==> src/rtl/tflow_filter.sv <==
module tflow_filter #(
  parameter int RULES  = 32,
  parameter int BANK   = 16,
  parameter int KEY_W  = 32,
  parameter int DATA_W = 32,
  parameter int CNT_W  = 16
) (
  input  logic                  clk,
  input  logic                  rst_n,
  input  logic                  cfg_we,
  input  logic [$clog2(RULES)-1:0] cfg_addr,
  input  logic [KEY_W-1:0]      cfg_value,
  input  logic [KEY_W-1:0]      cfg_mask,
  input  logic                  cfg_enable,
  input  logic                  in_valid,
  output logic                  in_ready,
  input  logic [DATA_W-1:0]     in_data,
  input  logic                  in_last,
  input  logic [KEY_W-1:0]      in_key,
  input  logic [2*DATA_W-1:0]   in_ts,
  output logic                  fwd_valid,
  input  logic                  fwd_ready,
  output logic [DATA_W-1:0]     fwd_data,
  output logic                  fwd_last,
  output logic                  mir_valid,
  input  logic                  mir_ready,
  output logic [DATA_W-1:0]     mir_data,
  output logic                  mir_last,
  output logic                  match_strobe,
  output logic                  match_hit,
  output logic [$clog2(RULES)-1:0] match_rule,
  output logic [CNT_W-1:0]      drop_count
);
  localparam int NB     = RULES / BANK;
  localparam int IDX_W  = $clog2(RULES);
  localparam int BIDX_W = (BANK > 1) ? $clog2(BANK) : 1;
  localparam int TS_W   = 2 * DATA_W;

  typedef enum logic [1:0] {S_IDLE, S_TSH, S_TSL, S_BODY} st_t;

  st_t                st;
  logic               mir_on;
  logic [TS_W-1:0]    ts_q;

  logic [KEY_W-1:0]   rule_val [RULES];
  logic [KEY_W-1:0]   rule_msk [RULES];
  logic [RULES-1:0]   rule_en;

  logic [NB-1:0]      bank_any;
  logic [BIDX_W-1:0]  bank_lo [NB];
  logic               any_hit;
  logic [IDX_W-1:0]   hit_idx;

  always_ff @(posedge clk or negedge rst_n)
    if (!rst_n)      rule_en <= '0;
    else if (cfg_we) rule_en[cfg_addr] <= cfg_enable;

  always_ff @(posedge clk)
    if (cfg_we) begin
      rule_val[cfg_addr] <= cfg_value;
      rule_msk[cfg_addr] <= cfg_mask;
    end

  for (genvar b = 0; b < NB; b++) begin : g_bank
    logic [BANK-1:0]   hv;
    logic [BIDX_W-1:0] lo;
    for (genvar e = 0; e < BANK; e++) begin : g_ent
      assign hv[e] = rule_en[b*BANK+e] &&
                     (((in_key ^ rule_val[b*BANK+e]) & rule_msk[b*BANK+e]) == '0);
    end
    always_comb begin
      lo = '0;
      for (int i = BANK - 1; i >= 0; i--)
        if (hv[i]) lo = BIDX_W'(i);
    end
    assign bank_any[b] = |hv;
    assign bank_lo[b]  = lo;
  end

  always_comb begin
    any_hit = |bank_any;
    hit_idx = '0;
    for (int b = NB - 1; b >= 0; b--)
      if (bank_any[b]) hit_idx = IDX_W'(b * BANK) + IDX_W'(bank_lo[b]);
  end

  always_ff @(posedge clk or negedge rst_n)
    if (!rst_n) begin
      st           <= S_IDLE;
      mir_on       <= 1'b0;
      ts_q         <= '0;
      drop_count   <= '0;
      match_strobe <= 1'b0;
      match_hit    <= 1'b0;
      match_rule   <= '0;
    end else begin
      match_strobe <= 1'b0;
      case (st)
        S_IDLE:
          if (in_valid) begin
            ts_q         <= in_ts;
            mir_on       <= any_hit;
            match_strobe <= 1'b1;
            match_hit    <= any_hit;
            match_rule   <= hit_idx;
            st           <= any_hit ? S_TSH : S_BODY;
          end
        S_TSH:
          if (mir_ready) st <= S_TSL;
          else begin
            st         <= S_BODY;
            mir_on     <= 1'b0;
            drop_count <= drop_count + 1'b1;
          end
        S_TSL: begin
          st <= S_BODY;
          if (mir_on && !mir_ready) begin
            mir_on     <= 1'b0;
            drop_count <= drop_count + 1'b1;
          end
        end
        default:
          if (in_valid && fwd_ready) begin
            if (mir_on && !mir_ready) begin
              mir_on     <= 1'b0;
              drop_count <= drop_count + 1'b1;
            end
            if (in_last) begin
              mir_on <= 1'b0;
              st     <= S_IDLE;
            end
          end
      endcase
    end

  assign in_ready  = (st == S_BODY) && fwd_ready;
  assign fwd_valid = (st == S_BODY) && in_valid;
  assign fwd_data  = in_data;
  assign fwd_last  = in_last;

  assign mir_valid = (st == S_TSH) || (st == S_TSL && mir_on) ||
                     (st == S_BODY && mir_on && in_valid && fwd_ready);
  assign mir_data  = (st == S_TSH) ? ts_q[TS_W-1:DATA_W] :
                     (st == S_TSL) ? ts_q[DATA_W-1:0]    : in_data;
  assign mir_last  = (st == S_BODY) && in_last;
endmodule

==> config.mk <==
export PLATFORM = sky130hd
export DESIGN_NAME = tflow_filter
export DESIGN_NICKNAME = d
export VERILOG_FILES = /design/src/rtl/tflow_filter.sv
export SDC_FILE = /design/constraint.sdc
export NUM_CORES = 2
export LEC_CHECK = 0
export BUFFER_PORTS_ARGS = -buffer_cell sky130_fd_sc_hd__buf_2
export CORE_UTILIZATION = 41
export CTS_CLUSTER_DIAMETER = 50
export DETAILED_ROUTE_END_ITERATION = 7
export GPL_TIMING_DRIVEN = 0
export PLACE_DENSITY_LB_ADDON = 0.1
export SLEW_MARGIN = 20
export SYNTH_ARGS = -nofsm -noshare
export SYNTH_HDL_FRONTEND = slang
export SYNTH_SLANG_ARGS = --single-unit
==> constraint.sdc <==
create_clock -name clk -period 2.85 [get_ports clk]
set_clock_uncertainty 0.2 [all_clocks]
set_input_delay 0.285 -clock clk [delete_from_list [all_inputs] [get_ports clk]]
set_output_delay 0.285 -clock clk [all_outputs]
set_load 0.02 [all_outputs]
==> impl_metrics.ini <==
[floorplan]
rows = 164
die_h_um = 451.8
die_area_mm2 = 0.2041
start_util = 0.4138
chipWidth_um = 451.8
core_area_mm2 = 0.2005
num_io_pins = 297

[sta]
setup_viol = 8
worst_slew_pin_slew_ns = 1.046
period_share = 1.207
finalCriticalPeriod_ns = 3.439
setup_ws_ns = -0.5889
hold_viol = 0
max_freq_mhz = 290.8
rsz0062_at_grt = true
slew_violations = 0
slew_headroom = 0.3026

[grt]
grt_max_degree = 60
grt_pass1_vias = 44660
antenna_found_initial = 55
grt_use_total = 0.2891
grt_overflow = 0
grt_pass1_wl_um = 393300

[logic_synthesis]
synth_fp_nets = 4831
synth_ff_type = edfxtp_1
async_flop_share = 0.05622
ys_types = 57
seq_area_frac_synth = 0.7781
ys_warn_count = 0
netlist_area_mm2 = 0.08296
synth-edff-count = 2048
synthCells = 4620
synth_seq_cells = 2170
avgSynthCellArea_um2 = 17.96

[clock_tree]
ctsLongestPathBuffers = 3
tritoncts = yes
cts-root-buf = clkbuf_16
clk_pin_slew_ns = 0.06
clock_latency_ns = 0.88
htreeDepth = 4
numCtsBuffers = 232
cts.sinks = 2170

[power_and_ir_drop]
power_switching_w = 0.01837
power_density_mw_per_mm2 = 724.2
p_sw_frac = 0.2509
pwr-share-clk = 0.398
p_int_w = 0.05482
peakVddDrop_uv = 687.4
pwr-share-seq = 0.496
comb_power_share = 0.106
power_leakage_nw = 35.24

[place]
dpl.cell_count = 7678
portBuffers = 264
hpwlAfterDp_um = 181500
place_congestion = 0.8485
dpl-instance-area_mm2 = 0.09108

[worst_setup_path]
slowest_delay_ns = 0.67
critPathMaxFanout = 4
crit_start = rule_val[6][20]
worstPathRequired_ns = 3.42
cp.arrival_ns = 4.01
crit_chain = xor2_1 > a22oi_1 > nand4_1 > nor4_2 > buf_4 > a22oi_2 > nand4_1 > o211a_1 > o211ai_1 > o211ai_1
r2r_cells = 10
worst_path_max_delay_cell = nand4_1
endpoint_kind = flip-flop
start_kind = flip-flop
r2r_start = rule_val[6][20]
path_class = reg -> reg

[cells_and_area]
mostFrequentLayoutCells = edfxtp_1, xor2_1, a22oi_1
multi_input_area_mm2 = 0.01747
regArea_mm2 = 0.06455
drive_gt1_frac = 0.1844
fin_cells = 8346
mostFrequentLayoutCell = edfxtp_1
final_area_mm2 = 0.1011
area_delta_synth_final_pct = 21.82
fill_cells = 16460
nets = 5688

[worst_hold_path]
hold_path.class = in -> reg
min_from = cfg_value[15]
whs_path_depth = 2

[run]
max_cap_violations = 0

[route]
postRouteAntennaNets = 0
firstDrtPassIters = 6
routedWlPerCell_um = 35.72
drc = 0
wirelength_um = 298100
routed-via-count = 46880
first_iter_violations = 6689
routed_via_density = 5.618

[outcome]
status = finished, violations left
violations = setup timing
power by group through the flow:
stage          sequential, W  combinational, W  clock [W]
3_5_place_dp          0.0370           0.00694          0
3_3_place_gp          0.0370           0.00658          0
2_1_floorplan         0.0369           0.00331          0
6_report              0.0363           0.00778     0.0291
5_1_grt               0.0364           0.00818     0.0306
4_1_cts               0.0363           0.00749     0.0294
metrics by stage:
step | setup WS [ns] | utilization | setup TNS (ns) | hold slack, ns | power, W
2_1_floorplan | -0.6337 | - | -592.60 | -0.2106 | 0.04021
3_3_place_gp | -3.338 | 0.4375 | -3130.21 | 0.2566 | 0.04357
3_5_place_dp | -1.738 | 0.4543 | -119.48 | -0.05465 | 0.04391
4_1_cts | -0.5464 | 0.5030 | -3.934 | 0.08673 | 0.07321
5_1_grt | -0.5637 | 0.5040 | -3.906 | 0.1094 | 0.07521
6_report | -0.5889 | 0.5041 | -3.855 | 0.1568 | 0.07319
kinds of logic (layout without fill, tap and decap cells):
| family | count (synthesis) | after routing | synth area share |
|---|---|---|---|
| flops | 2170 | 2170 | 0.7781 |
| xor+xnor | 1039 | 1039 | 0.1097 |
| compound gates | 575 | 575 | 0.05199 |
| simple gates | 563 | 563 | 0.03209 |
| buf+inv | 201 | 1264 | 0.01875 |
| mux | 66 | 66 | 0.008476 |
| fa+ha+maj | 6 | 6 | 0.0009049 |
| other cells | 0 | 7 | 0 |
synth_stat cells, drive strengths merged, types with 12 or more instances:
cell	instances	area, um^2
a22oi	467	3511
buf	164	1416
nand2	304	1141
edfxtp	2048	61500
nor2	48	180.2
nor4	27	181.4
a222oi	26	260.3
mux2	34	382.9
nand4	137	857.1
dfrtp	122	3053
o21ai	41	205.2
mux2i	32	320.3
nand3	12	60.06
xor2	1028	9004
clkbuf	27	101.4
final cells by class:
class / count / share of cell area
Sequential cell: 2170 / 0.6388
Clock buffer: 329 / 0.06367
Multi-Input combinational cell: 2249 / 0.1729
Antenna cell: 7 / 0.0001733
Timing Repair Buffer: 624 / 0.06641
Tap cell: 2656 / 0.03288
Buffer: 190 / 0.01617
Inverter: 10 / 0.0004209
Clock inverter: 111 / 0.008629
flip-flops by register name (all words and copies together), names as in the netlist:
name / flops
drop_count: 16
rule_en: 32
mir_on: 1
rule_val: 1024
match_strobe: 1
rule_msk: 1024
match_rule: 5
match_hit: 1
ts_q: 64
st: 2
critical path, delay by kind of cell (launching register included):
| kind | cells | cell delay (ns) |
|---|---|---|
| flops | 1 | 0.37 |
| xor+xnor | 1 | 0.15 |
| compound gates | 5 | 0.85 |
| buf+inv | 1 | 0.25 |
| simple gates | 3 | 1.49 |
final timing paths:
check,endpoint,slack (ns)
min reg2reg,drop_count[15],0.27
min,rule_val[4][15],0.16
min in group asynchronous,ts_q[11],0.29
max in group asynchronous,rule_en[23],1.16
max,match_rule[0],-0.59
max reg2reg,match_rule[0],-0.59
per-layer routing:
layer  global-route usage  vias to the layer above  wire length, um
li1                     -                    19410                -
met1               0.3925                    24590           120400
met2               0.4789                     2476           143300
met3              0.04209                      403            24000
met4              0.09306                        2            10470
met5                    0                        -               12
timing repair:
action	CTS	global route
gates cloned	0	2
hold buffers	206	0
buffers inserted	11	7
setup endpoints to repair	116	52
pin swaps	33	17
gates resized for setup	92	35
endpoints found under the hold margin	2312	0
No activity file was read; power rests on OpenSTA's default activity.
